===== config.mk =====
export PLATFORM = sky130hd
export DESIGN_NAME = gpio_port
export DESIGN_NICKNAME = d
export VERILOG_FILES = /design/src/rtl/gpio_port_pkg.sv /design/src/rtl/gpio_port_regs.sv /design/src/rtl/gpio_port_sync.sv /design/src/rtl/gpio_port_pad.sv /design/src/rtl/gpio_port.sv
export SDC_FILE = /design/constraint.sdc
export NUM_CORES = 1
export LEC_CHECK = 0
export ABC_AREA = 0
export BUFFER_PORTS_ARGS = -buffer_cell sky130_fd_sc_hd__buf_2
export CORE_MARGIN = 8
export CORE_UTILIZATION = 45
export CTS_CLUSTER_SIZE = 20
export DETAILED_ROUTE_END_ITERATION = 8
export GPL_TIMING_DRIVEN = 0
export HOLD_SLACK_MARGIN = 0.02
export PLACE_DENSITY = 0.75
export SLEW_MARGIN = 20
export SYNTH_ARGS = -nofsm -noshare
export SYNTH_HDL_FRONTEND = slang
export SYNTH_HIERARCHICAL = 1
export SYNTH_SLANG_ARGS = --single-unit

===== constraint.sdc =====
create_clock -name clk -period 1.61 [get_ports clk]
set_clock_uncertainty 0.2 [all_clocks]
set_input_delay 0.161 -clock clk [delete_from_list [all_inputs] [get_ports clk]]
set_output_delay 0.161 -clock clk [all_outputs]
set_load 0.05 [all_outputs]

===== src/rtl/gpio_port_pkg.sv =====
package gpio_port_pkg;
  typedef enum logic [1:0] {
    SEL_DIR  = 2'd0,
    SEL_DATA = 2'd1,
    SEL_PIN  = 2'd2,
    SEL_NONE = 2'd3
  } gp_sel_e;
endpackage


===== src/rtl/gpio_port_regs.sv =====
module gpio_port_regs
  import gpio_port_pkg::*;
#(
  parameter int WIDTH = 8
) (
  input  logic             clk,
  input  logic             rst_n,
  input  logic             wr,
  input  gp_sel_e          sel,
  input  logic [WIDTH-1:0] wdata,
  output logic [WIDTH-1:0] dir_q,
  output logic [WIDTH-1:0] data_q
);
  // Direction and data registers; asynchronous clear puts every pin into input mode
  always_ff @(posedge clk or negedge rst_n) begin
    if (!rst_n) begin
      dir_q  <= '0;
      data_q <= '0;
    end else if (wr) begin
      if (sel == SEL_DIR)  dir_q  <= wdata;
      if (sel == SEL_DATA) data_q <= wdata;
    end
  end


  dir_write_chk: assert property (@(posedge clk) disable iff (!rst_n)
    (wr && sel == SEL_DIR) |=> dir_q == $past(wdata));


  ignored_write_chk: assert property (@(posedge clk) disable iff (!rst_n)
    (wr && (sel == SEL_PIN || sel == SEL_NONE)) |=> ($stable(dir_q) && $stable(data_q)));
endmodule


===== src/rtl/gpio_port_sync.sv =====
module gpio_port_sync #(
  parameter int WIDTH  = 8,
  parameter int STAGES = 2
) (
  input  logic             clk,
  input  logic             rst_n,
  input  logic             hold,
  input  logic [WIDTH-1:0] pad_in,
  output logic [WIDTH-1:0] pin_q
);
  logic [WIDTH-1:0] stg [STAGES];

  // First stage samples the pad; the whole chain stands still while hold is high
  always_ff @(posedge clk or negedge rst_n) begin
    if (!rst_n)     stg[0] <= '0;
    else if (!hold) stg[0] <= pad_in;
  end

  for (genvar s = 1; s < STAGES; s++) begin : g_stage
    always_ff @(posedge clk or negedge rst_n) begin
      if (!rst_n)     stg[s] <= '0;
      else if (!hold) stg[s] <= stg[s-1];
    end
  end

  assign pin_q = stg[STAGES-1];


  sleep_freeze_chk: assert property (@(posedge clk) disable iff (!rst_n)
    hold |=> $stable(pin_q));


  chain_advance_chk: assert property (@(posedge clk) disable iff (!rst_n)
    !hold |=> pin_q == $past(stg[STAGES-2]));
endmodule


===== src/rtl/gpio_port_pad.sv =====
module gpio_port_pad #(
  parameter int WIDTH = 8
) (
  input  logic [WIDTH-1:0] dir_q,
  input  logic [WIDTH-1:0] data_q,
  input  logic             pud_all,
  output logic [WIDTH-1:0] pad_oe,
  output logic [WIDTH-1:0] pad_out,
  output logic [WIDTH-1:0] pad_pu
);
  // Per-pin pad control: the data bit is the driven level on outputs and the pull-up request on inputs
  for (genvar p = 0; p < WIDTH; p++) begin : g_pin
    always_comb begin
      pad_oe[p]  = dir_q[p];
      pad_out[p] = dir_q[p] & data_q[p];
      pad_pu[p]  = ~dir_q[p] & data_q[p] & ~pud_all;
    end
  end
endmodule


===== src/rtl/gpio_port.sv =====
module gpio_port
  import gpio_port_pkg::*;
#(
  parameter int WIDTH       = 8,
  parameter int SYNC_STAGES = 2
) (
  input  logic             clk,
  input  logic             rst_n,
  input  logic             pud_all,
  input  logic             sleep,
  input  logic [1:0]       bus_addr,
  input  logic             bus_wr,
  input  logic             bus_rd,
  input  logic [WIDTH-1:0] bus_wdata,
  output logic [WIDTH-1:0] bus_rdata,
  input  logic [WIDTH-1:0] pad_in,
  output logic [WIDTH-1:0] pad_out,
  output logic [WIDTH-1:0] pad_oe,
  output logic [WIDTH-1:0] pad_pu
);
  gp_sel_e          sel;
  logic [WIDTH-1:0] dir_q, data_q, pin_q;

  assign sel = gp_sel_e'(bus_addr);

  gpio_port_regs #(.WIDTH(WIDTH)) u_regs (
    .clk(clk), .rst_n(rst_n), .wr(bus_wr), .sel(sel), .wdata(bus_wdata),
    .dir_q(dir_q), .data_q(data_q)
  );

  gpio_port_sync #(.WIDTH(WIDTH), .STAGES(SYNC_STAGES)) u_sync (
    .clk(clk), .rst_n(rst_n), .hold(sleep), .pad_in(pad_in), .pin_q(pin_q)
  );

  gpio_port_pad #(.WIDTH(WIDTH)) u_pad (
    .dir_q(dir_q), .data_q(data_q), .pud_all(pud_all),
    .pad_oe(pad_oe), .pad_out(pad_out), .pad_pu(pad_pu)
  );

  // Read mux: all pins answer a single access together
  always_comb begin
    bus_rdata = '0;
    if (bus_rd) begin
      unique case (sel)
        SEL_DIR:  bus_rdata = dir_q;
        SEL_DATA: bus_rdata = data_q;
        SEL_PIN:  bus_rdata = pin_q;
        default:  bus_rdata = '0;
      endcase
    end
  end


  no_pullup_on_driver_chk: assert property (@(posedge clk) disable iff (!rst_n)
    (pad_pu & pad_oe) == '0);


  out_needs_enable_chk: assert property (@(posedge clk) disable iff (!rst_n)
    (pad_out & ~pad_oe) == '0);


  pud_kills_pullup_chk: assert property (@(posedge clk) disable iff (!rst_n)
    pud_all |-> pad_pu == '0);


  reset_tristate_chk: assert property (@(posedge clk)
    !rst_n |-> (pad_oe == '0 && pad_pu == '0));
endmodule


==> flow_summary.json <==
{
  "drt_first_iter_violations": 63,
  "clkSinkCount": 32,
  "synth_cells": 136,
  "num_rows": 23,
  "layout-drive-gt1-share_pct": 59.7,
  "cts.clk_slew.worst_paths_ps": 70,
  "clock_path_buffers": 2,
  "slew_headroom_pct": 52.3,
  "number_of_register_bits_inferred_by_synthesis": 32,
  "timing.critical_path.arrival_ps": 1270,
  "drcViolationCount": 0,
  "finalSetupTns_ps": -23.5,
  "postRouteWirelength_mm": 4.21,
  "cp_max_fo": 5,
  "hold-path-endpoint": "u_regs/dir_q[3]",
  "floorplan.initialDensity_pct": 46.0,
  "ant_nets": 0,
  "drv_slew": 0,
  "global_route_wire_length_before_repair_mm": 6.93,
  "globalRoute.totalOverflow": 0,
  "violations": "setup timing",
  "num-nets-final": 244,
  "dp_hpwl_mm": 3.07,
  "grt_setup_unrepaired": "yes",
  "share_of_the_cycle_needed_by_the_critical_path_after_routing_pct": 101,
  "areaGrowthSynthToFinish_pct": 39.8,
  "root_buffer": "clkbuf_8",
  "regToRegEndpoint": "u_sync/pin_q[6]",
  "most-common-layout-cells": "buf_2 (42), dfrtp_1 (30), buf_4 (23)",
  "vdd_drop_max_uv": 649,
  "synth.yosys.seq_area_share_pct": 44.2,
  "worstHoldPathType": "in -> reg",
  "report.final.hold_viol_count": 0,
  "top_level_ports": 56,
  "register_area_um2": 803,
  "total_leakage_power_nw": 1.22,
  "synth.lib_cells_used.distinct": 16,
  "vias": 1314,
  "die_h_um": 79.5,
  "timing.hold.worst.start": "bus_addr[1]",
  "number_of_global_route_vias_before_repair": 1406,
  "core_um2": 3940,
  "setup.worst_path.class": "reg -> out",
  "cts-htree-levels": 2,
  "run_status": "finished, violations left",
  "setup_viol_count_final": 1,
  "synth.avg_cell_area_um2": 13.3,
  "drt-vias-per-instance": 4.85,
  "synthesis.nets": 160,
  "fmax_ghz": 0.612,
  "insertion_delay_ps": 280,
  "hold_depth": 3,
  "grt_usage_pct": 14.0,
  "worst-endpoint-required_ps": 1250,
  "grt_antenna_before_repair": 0,
  "fillerInstances": 299,
  "minimum_hold_slack_ps": 167,
  "layout.cells.most_common": "buf_2",
  "cts_inserted_buffers": 5,
  "synth_area_um2": 1810,
  "multi_input_area_um2": 808,
  "critical_path.startpoint_type": "flop",
  "drt_pre_antenna_iters": 4,
  "power.density_nw_per_um2": 1160,
  "n_antenna_cell": 0,
  "gpl.final_weighted_congestion": 0.763,
  "worst_case_register_to_register_setup_slack_ps": 410,
  "finalWorstPathRequiredPeriod_ps": 1630,
  "layout_setup_ws_ps": -23.5,
  "tightest_slew_ps": 716,
  "design.die.area_um2": 6310,
  "port-buffer-count": 53,
  "synth-warning-count": 6,
  "final_routed_wire_length_divided_by_cell_count_um": 15.5,
  "pin_count_of_the_biggest_net_entering_global_routing": 33,
  "timing.critical_path.to_type": "output pin",
  "crit-reg2reg-launch": "u_sync/pin_q[6]",
  "tritoncts_clock_tree": "done",
  "r2r.worst_path.cells": 3,
  "max_cap_violations": 0,
  "die_width_um": 79.5
}
## cells by family (layout without fill, tap and decap cells)
family | Yosys count | in the layout | share of synthesized area (%)
AO/OA/AOI/OAI | 8 | 8 | 2.21
multiplexers | 40 | 40 | 26.4
AND/OR/NAND/NOR | 34 | 34 | 16.0
buffers and inverters | 22 | 107 | 11.2
flip-flops | 32 | 32 | 44.2
## cell usage after synthesis
| cell | instances | area share, % |
|---|---|---|
| buf_6 | 3 | 1.9 |
| mux2i_1 | 8 | 4.4 |
| and2_1 | 16 | 5.5 |
| dfrtp_1 | 32 | 44 |
| buf_4 | 16 | 6.6 |
| nand3b_1 | 8 | 3.3 |
| nor3b_2 | 8 | 5.5 |
| buf_8 | 1 | 0.83 |
| nor3b_4 | 1 | 1.0 |
| mux2_4 | 10 | 8.3 |
| mux2_2 | 22 | 14 |
| o21ai_1 | 2 | 0.55 |
| o21ai_0 | 6 | 1.7 |
| nand3b_2 | 1 | 0.62 |
| buf_12 | 1 | 1.1 |
| clkbuf_8 | 1 | 0.76 |
## worst max-delay path, stage by stage, from the launching register on
cell and delay [ps]:
dfrtp_1 420, mux2i_1 150, o21ai_1 90, and2_1 180
buf_6 150
## worst max path at each step
stage               startpoint  depth (start not counted)  slack (ps)            to
2_1_floorplan  u_regs/dir_q[0]                          1         170     pad_pu[0]
5_1_grt        u_regs/dir_q[3]                          4         -90  bus_rdata[3]
4_1_cts        u_regs/dir_q[3]                          4         -50  bus_rdata[3]
6_report       u_regs/dir_q[3]                          4         -20  bus_rdata[3]
3_3_place_gp       bus_addr[1]                          7          60  bus_rdata[7]
3_5_place_dp       bus_addr[1]                          7          -9  bus_rdata[3]
## cell type report
class	instances	share of cell area [%]
repair buffers	85	24.0
clock inverters	2	1.38
clock buffers	6	2.87
plain buffers	14	5.63
multi-input cells	82	31.9
well taps	50	2.47
flip-flops and latches	32	31.7
## what timing repair did
| action | 4_1_cts | 5_1_grt |
|---|---|---|
| gates resized for setup | 21 | 7 |
| setup endpoints to repair | 8 | 12 |
| gates cloned | 0 | 0 |
| hold buffers | 18 | 0 |
| setup buffers | 11 | 3 |
| hold endpoints to repair | 58 | 0 |
| pin swaps | 14 | 9 |
## per-stage QoR
stage | util [%] | worst slack [ps] | cell area (um^2) | std cells | total power [W]
2_1_floorplan | - | 168 | 1810 | 136 | 0.00184
3_5_place_dp | 54.3 | -9.29 | 2140 | 239 | 0.00209
6_report | 64.2 | -23.5 | 2530 | 271 | 0.00293
5_1_grt | 64.2 | -87.8 | 2530 | 271 | 0.00308
4_1_cts | 63.8 | -53.4 | 2510 | 270 | 0.00294
3_3_place_gp | 54.3 | 58.2 | 2140 | 239 | 0.00205
## flip-flops by register name, summed over array words and instances, names as in the netlist
name / count
u_sync/pin_q: 8
u_regs/dir_q: 8
u_sync/stg: 8
u_regs/data_q: 8
## layer usage
metal	global-route usage [%]	share of wire, %	vias to the layer above
li1	-	-	627
met1	16.5	41	638
met2	22.9	50	44
met3	4.39	8.3	5
met4	6.30	1.3	0
met5	0	0	-
## power breakdown
part | switching [W] | internal (W)
combinational | 0.000649 | 0.000490
clock | 0.000283 | 0.000459
sequential | 0.000114 | 0.000934
(Power assumes the default switching activity.)
